==> src/rtl/cmd_seq_pkg.sv <==
package cmd_seq_pkg;

    localparam int ADDR_W   = 32;
    localparam int CLS_HI_W = 4;
    localparam int CLS_LO_W = 2;
    localparam int SLOT_LSB = 24;
    localparam int SLOT_W   = 2;

    localparam logic [CLS_HI_W-1:0] CLS_HI_VAL = 4'h0;
    localparam logic [CLS_LO_W-1:0] CLS_LO_VAL = 2'h2;

    typedef enum logic [1:0] {
        MODE_SEQ   = 2'd0,
        MODE_BURST = 2'd1,
        MODE_DRAIN = 2'd2
    } mode_e;

    typedef struct packed {
        logic              is_cmd;
        logic [SLOT_W-1:0] slot;
    } addr_info_t;

    function automatic addr_info_t classify(input logic [ADDR_W-1:0] a);
        addr_info_t r;
        r.is_cmd = (a[31:28] == CLS_HI_VAL) && (a[27:26] == CLS_LO_VAL);
        r.slot   = a[SLOT_LSB +: SLOT_W];
        return r;
    endfunction

endpackage

==> src/rtl/cmd_seq_decode.sv <==
module cmd_seq_decode
    import cmd_seq_pkg::*;
(
    input  logic [ADDR_W-1:0] addr,
    output addr_info_t        info
);
    always_comb info = classify(addr);
endmodule

==> src/rtl/cmd_seq_store.sv <==
module cmd_seq_store #(
    parameter int NWORDS = 4,
    parameter int DATA_W = 32,
    localparam int SEL_W = (NWORDS > 1) ? $clog2(NWORDS) : 1
) (
    input  logic                     clk,
    input  logic                     rst,
    input  logic                     st_en,
    input  logic [SEL_W-1:0]         st_sel,
    input  logic [DATA_W-1:0]        st_data,
    output logic [NWORDS*DATA_W-1:0] words
);
    for (genvar g = 0; g < NWORDS; g++) begin : g_word
        logic [DATA_W-1:0] word_q;
        always_ff @(posedge clk) begin
            if (rst)
                word_q <= '0;
            else if (st_en && (st_sel == SEL_W'(g)))
                word_q <= st_data;
        end
        assign words[g*DATA_W +: DATA_W] = word_q;
    end
endmodule

==> src/rtl/cmd_seq_ctrl.sv <==
module cmd_seq_ctrl
    import cmd_seq_pkg::*;
#(
    parameter int NWORDS = 4,
    localparam int SEL_W = (NWORDS > 1) ? $clog2(NWORDS) : 1,
    localparam int CNT_W = $clog2(NWORDS + 1)
) (
    input  logic             clk,
    input  logic             rst,
    input  logic             wr_valid,
    input  logic             wr_first,
    input  logic             wr_last,
    input  addr_info_t       info,
    output logic             st_en,
    output logic [SEL_W-1:0] st_sel,
    output logic             req_valid,
    output logic             unsup
);
    mode_e            mode_q, mode_n;
    logic [CNT_W-1:0] fill_q, fill_n;
    logic             emit, err;
    logic [CNT_W-1:0] slot_w;

    assign slot_w = CNT_W'(info.slot);

    always_comb begin
        mode_n = mode_q;
        fill_n = fill_q;
        st_en  = 1'b0;
        st_sel = '0;
        emit   = 1'b0;
        err    = 1'b0;
        if (wr_valid) begin
            unique case (mode_q)
                MODE_BURST: begin
                    if (fill_q < CNT_W'(NWORDS)) begin
                        st_en  = 1'b1;
                        st_sel = fill_q[SEL_W-1:0];
                        if (wr_last) begin
                            if (fill_q == CNT_W'(NWORDS - 1)) emit = 1'b1;
                            else                              err  = 1'b1;
                            mode_n = MODE_SEQ;
                            fill_n = '0;
                        end else begin
                            fill_n = fill_q + 1'b1;
                        end
                    end else begin
                        err    = 1'b1;
                        fill_n = '0;
                        mode_n = wr_last ? MODE_SEQ : MODE_DRAIN;
                    end
                end
                MODE_DRAIN: begin
                    if (wr_last) mode_n = MODE_SEQ;
                end
                default: begin
                    if (wr_first) begin
                        if (!info.is_cmd) begin
                            if (fill_q != '0) err = 1'b1;
                            fill_n = '0;
                        end else if (!wr_last) begin
                            if (fill_q != '0) err = 1'b1;
                            if (slot_w != '0) begin
                                err    = 1'b1;
                                fill_n = '0;
                                mode_n = MODE_DRAIN;
                            end else begin
                                st_en  = 1'b1;
                                st_sel = '0;
                                fill_n = CNT_W'(1);
                                mode_n = MODE_BURST;
                            end
                        end else if (slot_w == fill_q) begin
                            st_en  = 1'b1;
                            st_sel = info.slot[SEL_W-1:0];
                            if (slot_w == CNT_W'(NWORDS - 1)) begin
                                emit   = 1'b1;
                                fill_n = '0;
                            end else begin
                                fill_n = fill_q + 1'b1;
                            end
                        end else begin
                            err = 1'b1;
                            if (slot_w == '0) begin
                                st_en  = 1'b1;
                                st_sel = '0;
                                fill_n = CNT_W'(1);
                            end else begin
                                fill_n = '0;
                            end
                        end
                    end
                end
            endcase
        end
    end

    always_ff @(posedge clk) begin
        if (rst) begin
            mode_q    <= MODE_SEQ;
            fill_q    <= '0;
            req_valid <= 1'b0;
            unsup     <= 1'b0;
        end else begin
            mode_q    <= mode_n;
            fill_q    <= fill_n;
            req_valid <= emit;
            unsup     <= err;
        end
    end

    // a multi-transaction sequence never holds a full set of words
    assert_seq_fill_bound_R2: assert property (@(posedge clk) disable iff (rst)
        (mode_q == MODE_SEQ) |-> (fill_q < CNT_W'(NWORDS)));

    // the request strobe lasts a single cycle
    assert_req_single_cycle_R8: assert property (@(posedge clk) disable iff (rst)
        req_valid |=> !req_valid);

    // a request and an interrupt never share a cycle
    assert_req_no_unsup_R8: assert property (@(posedge clk) disable iff (rst)
        !(req_valid && unsup));

    // a request always follows a beat that closed a transaction
    assert_req_after_last_R3: assert property (@(posedge clk) disable iff (rst)
        req_valid |-> $past(wr_valid && wr_last));

    // a foreign write that starts over a partial sequence is reported
    assert_foreign_interleave_R5: assert property (@(posedge clk) disable iff (rst)
        (wr_valid && wr_first && !info.is_cmd && mode_q == MODE_SEQ && fill_q != '0)
        |=> unsup);

    // beats ignored after a bad burst never produce a request
    assert_drain_no_req_R6: assert property (@(posedge clk) disable iff (rst)
        (mode_q == MODE_DRAIN) |=> !req_valid);
endmodule

==> src/rtl/cmd_seq_assembler.sv <==
module cmd_seq_assembler
    import cmd_seq_pkg::*;
#(
    parameter int NWORDS = 4,
    parameter int DATA_W = 32,
    localparam int SEL_W = (NWORDS > 1) ? $clog2(NWORDS) : 1
) (
    input  logic                     clk,
    input  logic                     rst,
    input  logic                     wr_valid,
    input  logic                     wr_first,
    input  logic                     wr_last,
    input  logic [ADDR_W-1:0]        wr_addr,
    input  logic [DATA_W-1:0]        wr_data,
    output logic                     fwd_valid,
    output logic                     fwd_first,
    output logic                     fwd_last,
    output logic [ADDR_W-1:0]        fwd_addr,
    output logic [DATA_W-1:0]        fwd_data,
    output logic                     req_valid,
    output logic [NWORDS*DATA_W-1:0] req_data,
    output logic                     unsup_irq
);
    addr_info_t       info;
    logic             st_en;
    logic [SEL_W-1:0] st_sel;

    cmd_seq_decode u_decode (
        .addr (wr_addr),
        .info (info)
    );

    cmd_seq_ctrl #(.NWORDS(NWORDS)) u_ctrl (
        .clk       (clk),
        .rst       (rst),
        .wr_valid  (wr_valid),
        .wr_first  (wr_first),
        .wr_last   (wr_last),
        .info      (info),
        .st_en     (st_en),
        .st_sel    (st_sel),
        .req_valid (req_valid),
        .unsup     (unsup_irq)
    );

    cmd_seq_store #(.NWORDS(NWORDS), .DATA_W(DATA_W)) u_store (
        .clk     (clk),
        .rst     (rst),
        .st_en   (st_en),
        .st_sel  (st_sel),
        .st_data (wr_data),
        .words   (req_data)
    );

    // Foreign traffic goes downstream untouched
    assign fwd_valid = wr_valid && !info.is_cmd;
    assign fwd_first = wr_first;
    assign fwd_last  = wr_last;
    assign fwd_addr  = wr_addr;
    assign fwd_data  = wr_data;

    // command-DMA beats are never forwarded
    assert_cmd_not_forwarded_R1: assert property (@(posedge clk) disable iff (rst)
        (wr_valid && wr_addr[31:26] == {CLS_HI_VAL, CLS_LO_VAL}) |-> !fwd_valid);
endmodule

==> config.mk <==
export PLATFORM = sky130hd
export DESIGN_NAME = cmd_seq_assembler
export DESIGN_NICKNAME = d
export VERILOG_FILES = /design/src/rtl/cmd_seq_pkg.sv /design/src/rtl/cmd_seq_decode.sv /design/src/rtl/cmd_seq_store.sv /design/src/rtl/cmd_seq_ctrl.sv /design/src/rtl/cmd_seq_assembler.sv
export SDC_FILE = /design/constraint.sdc
export NUM_CORES = 1
export LEC_CHECK = 0
export ABC_AREA = 1
export BUFFER_PORTS_ARGS = -buffer_cell sky130_fd_sc_hd__buf_4
export CORE_AREA = 2 2 113 115
export CTS_BUF_LIST = sky130_fd_sc_hd__clkbuf_8
export DETAILED_ROUTE_END_ITERATION = 10
export DIE_AREA = 0 0 115 117
export PLACE_DENSITY_LB_ADDON = 0.05
export SLEW_MARGIN = 20
export SYNTH_ARGS = -nofsm -noshare
export SYNTH_HDL_FRONTEND = slang
export SYNTH_HIERARCHICAL = 1
export SYNTH_SLANG_ARGS = --single-unit
==> constraint.sdc <==
create_clock -name clk -period 3.85 [get_ports clk]
set_clock_uncertainty 0.05 [all_clocks]
set_input_delay 0.385 -clock clk [delete_from_list [all_inputs] [get_ports clk]]
set_output_delay 0.385 -clock clk [all_outputs]
set_load 0.005 [all_outputs]
Word level (Yosys, flattened, before mapping)
Cells that the tools add are included.

Add/subtract/negate cells: 1. Order comparisons: 1. Equality and inequality tests: 10. Muxes and demuxes: 53. Bitwise gates (word level): 2. Reductions and logical operators: 18.

Operators by type and width (count): two-way mux 1 bit (27); two-way mux 2 bit (13); two-way mux 3 bit (7); nonzero test 3 bit (4); equality test 2 bit, second input constant (5); case mux 2 bit (2 select lines) (2); logical AND 1 bit (6); case mux 1 bit (2 select lines) (3); case mux 3 bit (2 select lines) (1); equality test 2 x 1 -> 1 bit, second input constant (2); zero test 4 bit (1); AND reduction 4 bit (1); adder 3 x 1 -> 3 bit, second input constant (1); equality test 2 x 3 -> 1 bit (1); equality test 3 x 2 -> 1 bit, second input constant (1); zero test 3 bit (1); less-than comparator 3 bit, second input constant (1); inequality test 3 x 1 -> 1 bit, second input constant (1); AND reduction 3 bit (1); zero test 2 bit (1); NOT 1 bit (2); nonzero test 2 bit (1); OR reduction 2 bit (1); zero test 1 bit (1).

Bits in registers: 135. Input port bits: 69. Output and inout bits: 197. Logic and storage cells: 93.

Depth between registers and ports, before layout
Depth after elaboration: 9. Depth in mapped cells: 15. Depth with buffers taken out: 13.

Hierarchy
Netlist, hierarchy kept.

By module, submodules not included: cmd_seq_store (times used 1, cells an instance 820, area each 5297.6 µm², seq. area each 2562.5 µm²); cmd_seq_ctrl (times used 1, cells an instance 96, area each 578.1 µm², seq. area each 140.1 µm²); cmd_seq_assembler (times used 1, cells an instance 68, area each 505.5 µm², seq. area each 0.0 µm²); cmd_seq_decode (times used 1, cells an instance 8, area each 40.0 µm², seq. area each 0.0 µm²).

Least setup slack after synthesis
OpenSTA, ideal clock, no wires.

Path kind: input-to-reg. From: in wr_addr[25]. To: reg u_store.g_word[3].word_q[0]. Arrival time: 1.934 ns. Data required time: 3.687 ns. Slack: 1.752 ns. Stages: 12. Path buffers: 2. Cells stage by stage: buf_4 inv_1 nor2_1 nor2_2 nand3_2 nor2_2 nand2_1 a21oi_1 nand3_2 clkbuf_1 nor2_1 nor2_1.

Word-level cells in the longest chain between the ends: 9.

Ends and longest elaborated chain: start, declared (line cmd_seq_assembler.sv:13) `input logic [ADDR_W-1:0] wr_addr,`; equality test 2 x 3 -> 1 bit (line cmd_seq_ctrl.sv:73) `end else if (slot_w == fill_q) begin`; two-way mux 2 bit (*) (line cmd_seq_ctrl.sv:73); two-way mux 2 bit (*) (line cmd_seq_ctrl.sv:61) `end else if (!wr_last) begin`; two-way mux 2 bit (*) (line cmd_seq_ctrl.sv:58) `if (!info.is_cmd) begin`; two-way mux 2 bit (*) (line cmd_seq_ctrl.sv:57) `if (wr_first) begin`; case mux 2 bit (2 select lines) (*) (line cmd_seq_ctrl.sv:34) `unique case (mode_q)`; two-way mux 2 bit (*) (line cmd_seq_ctrl.sv:33) `if (wr_valid) begin`; named net st_sel[1] (line cmd_seq_assembler.sv:26) `logic [SEL_W-1:0] st_sel;`; equality test 2 bit (*) (line cmd_seq_store.sv:18) `else if (st_en && (st_sel == SEL_W'(g)))`; logical AND 1 bit (*) (line cmd_seq_store.sv:18); end signal, assigned (line cmd_seq_store.sv:19) `word_q <= st_data;`; end, declared (line cmd_seq_store.sv:14) `logic [DATA_W-1:0] word_q;`.

The timed path passes the listed nets; every way through them passes the cells marked *. A chain may end at the register's enable or synchronous reset.

Worst setup path in the final report
From: reg u_ctrl.mode_q[0]. To: reg u_store.g_word[1].word_q[20].

Word-level cells in the longest chain between the ends: 5.

Ends and longest elaborated chain: start, declared (line cmd_seq_ctrl.sv:19) `mode_e mode_q, mode_n;`; start signal, assigned (line cmd_seq_ctrl.sv:105) `mode_q <= mode_n;`; equality test 2 bit or equality test 2 x 1 -> 1 bit (tied branches) (line cmd_seq_ctrl.sv:34); case mux 2 bit (2 select lines) (*) (line cmd_seq_ctrl.sv:34); two-way mux 2 bit (*) (line cmd_seq_ctrl.sv:33); named net st_sel[0] (line cmd_seq_assembler.sv:26); equality test 2 x 1 -> 1 bit (*) (line cmd_seq_store.sv:18); logical AND 1 bit (*) (line cmd_seq_store.sv:18); end signal, assigned (line cmd_seq_store.sv:19); end, declared (line cmd_seq_store.sv:14).

Marks and branches as above.

==> impl_metrics.toml <==
[logic_synthesis]
synth_edf_count = 0
netlist_top_cells_count = "nand2_1 (249), nor2_1 (234), inv_1 (148), dfxtp_1 (135), buf_4 (68)"
synthArstFlopShare_pct = 0
synth.most_common_cell = "nand2_1"
synth_top_area_share_pct = 42.1
synth_warnings = 6
seq_area_frac_synth_pct = 42.1
synthCells = 992
synthMuxAreaShare_pct = 0
syn_nets = 1066
synth_area_mm2 = 0.00642
synth_top_area_cell = "dfxtp_1"
synth_top_family_by_area = "simple AND/OR/NAND/NOR gates"
ys_ff_latch = 135
synth_compound_area_share_pct = 4.33
synthFlopType = "dfxtp_1"
ys_types = 19
synth_area_leaders = "dfxtp_1 (42%), nand2_1 (15%), nor2_1 (14%)"
synth-simple-area-share_pct = 32.7
post_synth_fa_ha_maj_area_fraction_pct = 0.974
synth_xor_area_share_pct = 0
synth_area_per_cell_um2 = 6.47

[clock_tree]
cts_tree = "yes"
cts_sinks = 135
clkTransAtPathRegs_ns = 0.07
clk_latency_ns = 0.43
cts-hold-fix-buffers = 0
cts_root_buf = "clkbuf_8"
cts_setup_buffers = 0
cts_resized = 0
h-tree-depth = 4
clock_path_buffers = 2
cts_inserted_buffers = 17

[flow_run]
drv_cap = 0

[route]
drtAntennaViolNets = 0
wirelength_um = 15500
vias_per_cell = 4.55
vias = 5838
first_pass_iters = 6
wl_per_cell_um = 12.0
drc = 0
first_iter_violations = 437

[placement]
gp_congestion = 0.868
dp_slack_ns = 0.845
io_buffer_count = 217
dpl.hpwl_um = 10600

[setup_path]
critPathLaunchType = "register"
path_class = "register to register"
cp.required_ns = 4.17
cp_top_family = "simple AND/OR/NAND/NOR gates"
path_cells = "inv_1 > ha_1 > inv_1 > a21oi_1 > inv_1 > a21oi_1 > nand3_2 > buf_12 > nand2_1 > nand2_1 > nor2_1"
crit_fanout = 38
cp_slowest_stage_delay_ns = 0.58
critPathCaptureType = "register"
arrival_ns = 3.25
crit_top_cell = "inv_1"
crit_buf_inv = 4
cpMaxStageDelayCell = "nand3_2"

[power_and_ir_drop]
power.switching_uw = 599
p_per_area_mw_per_mm2 = 317
clkPwrFrac_pct = 37.0
switching_share_pct = 23.9
power_leakage_uw = 0.00449
vdd_drop_max_mv = 0.231
intPower_uw = 1910
combPwrFrac_pct = 7.0
p_seq_share_pct = 56.0

[timing]
fmax_mhz = 341
fin_crit_ns = 2.93
min_period_over_period_pct = 76.2
final_max_slew_viol_count = 0
layout_setup_ws_ns = 0.918
worst_slew_pin_slew_ns = 0.773
max_slew_margin_pct = 48.5
rsz0062_at_grt = "no"
fin_setup_tns_ns = 0
hold_viol_final = 0
setup_viol = 0

[min_path]
hold_path_class = "input pin to register"

[global_route]
grt_max_degree = 75
gr-usage-all-layers_pct = 22.6
grt_overflow_total = 0
antenna_found_initial = 0
grt_pass1_vias = 4933
grt_pass1_wl_um = 24000

[outcome]
outcome = "complete, no violations"

[final_layout]
seq_area_mm2 = 0.00270
multi_input_area_mm2 = 0.00246
post-route-util_pct = 64.3
nFillCells = 1214
syn2layout_area_growth_pct = 23.3
drive_gt1_share_pct = 23.1
fin_nets = 1198
insertedDiodeCount = 0

[floorplan]
start_util_pct = 52.2
placementRows = 41
dieArea_mm2 = 0.0135
pin_count = 266
coreArea_mm2 = 0.0123
fp.dieH_um = 117
fp.dieW_um = 115
-- state kept, by name, summed over array words and instances (netlist names) --
signal                 flops
u_ctrl/mode_q              2
u_store/g_word.word_q    128
u_ctrl/unsup               1
u_ctrl/req_valid           1
u_ctrl/fill_q              3
-- worst paths after layout --
path / depth (start not counted) / end / from / slack, ns
worst max-delay path: 11 / u_store/g_word[1].word_q[20] / u_ctrl/mode_q[0] / 0.92
worst min-delay path: 2 / u_ctrl/mode_q[0] / rst / 0.08
worst max register to register: 11 / u_store/g_word[1].word_q[20] / u_ctrl/mode_q[0] / 0.92
worst min register to register: 2 / u_store/g_word[0].word_q[10] / u_store/g_word[0].word_q[10] / 0.43
-- cell type report --
class | count | area share, %
Inverter | 150 | 7.13
Clock inverter | 10 | 0.601
Multi-Input combinational cell | 594 | 31.0
Timing Repair Buffer | 226 | 21.6
Clock buffer | 18 | 3.13
Sequential cell | 135 | 34.1
Tap cell | 150 | 2.37
-- worst register-to-register path, cell delays in order, from the launching register on --
cell     delay [ns]
dfxtp_1        0.35
inv_1          0.05
ha_1           0.36
inv_1          0.15
a21oi_1        0.16
inv_1          0.09
a21oi_1        0.43
nand3_2        0.58
buf_12         0.40
nand2_1        0.10
nand2_1        0.05
nor2_1         0.09
-- power groups by stage --
stage                     registers [uW]  clock network [uW]  logic, uW
after CTS                           1410                 957        177
after global routing                1410                1010        195
final                               1410                 929        176
after detailed placement            1440                   0        176
after global placement              1440                   0        176
after floorplan                     1440                   0        117
-- layer usage --
metal / routed length, um / track usage, %
met5: 0 / 0
met4: 339 / 10.4
met3: 1170 / 7.16
met2: 7100 / 35.4
met1: 6850 / 28.7
-- through the flow --
step	area, um2	cells	hold slack [ns]	power, uW
after floorplan	6420	992	0.400	1550
after global placement	7620	1255	0.410	1610
after detailed placement	7620	1255	0.421	1610
after CTS	7920	1283	0.0545	2540
after global routing	7920	1283	0.0652	2610
final	7920	1283	0.0831	2510
-- cells by family after synthesis --
group	count (synthesis)
flip-flops	135
adder cells (fa/ha/maj)	5
buffers and inverters	263
AND/OR/NAND/NOR	534
AO/OA/AOI/OAI	55
-- placed cells by master, fill, tap and decap left out, drive strengths merged --
cell type / instances
nand2: 249
nor2: 239
buf: 226
inv: 154
dfxtp: 135
a21oi: 44
nand3: 42
clkbuf: 18
o21ai: 10
clkinv: 6
ha: 5
nand4: 2
o211ai: 1
nor3: 1
nand3b: 1
No activity file was read; power rests on OpenSTA's default activity.
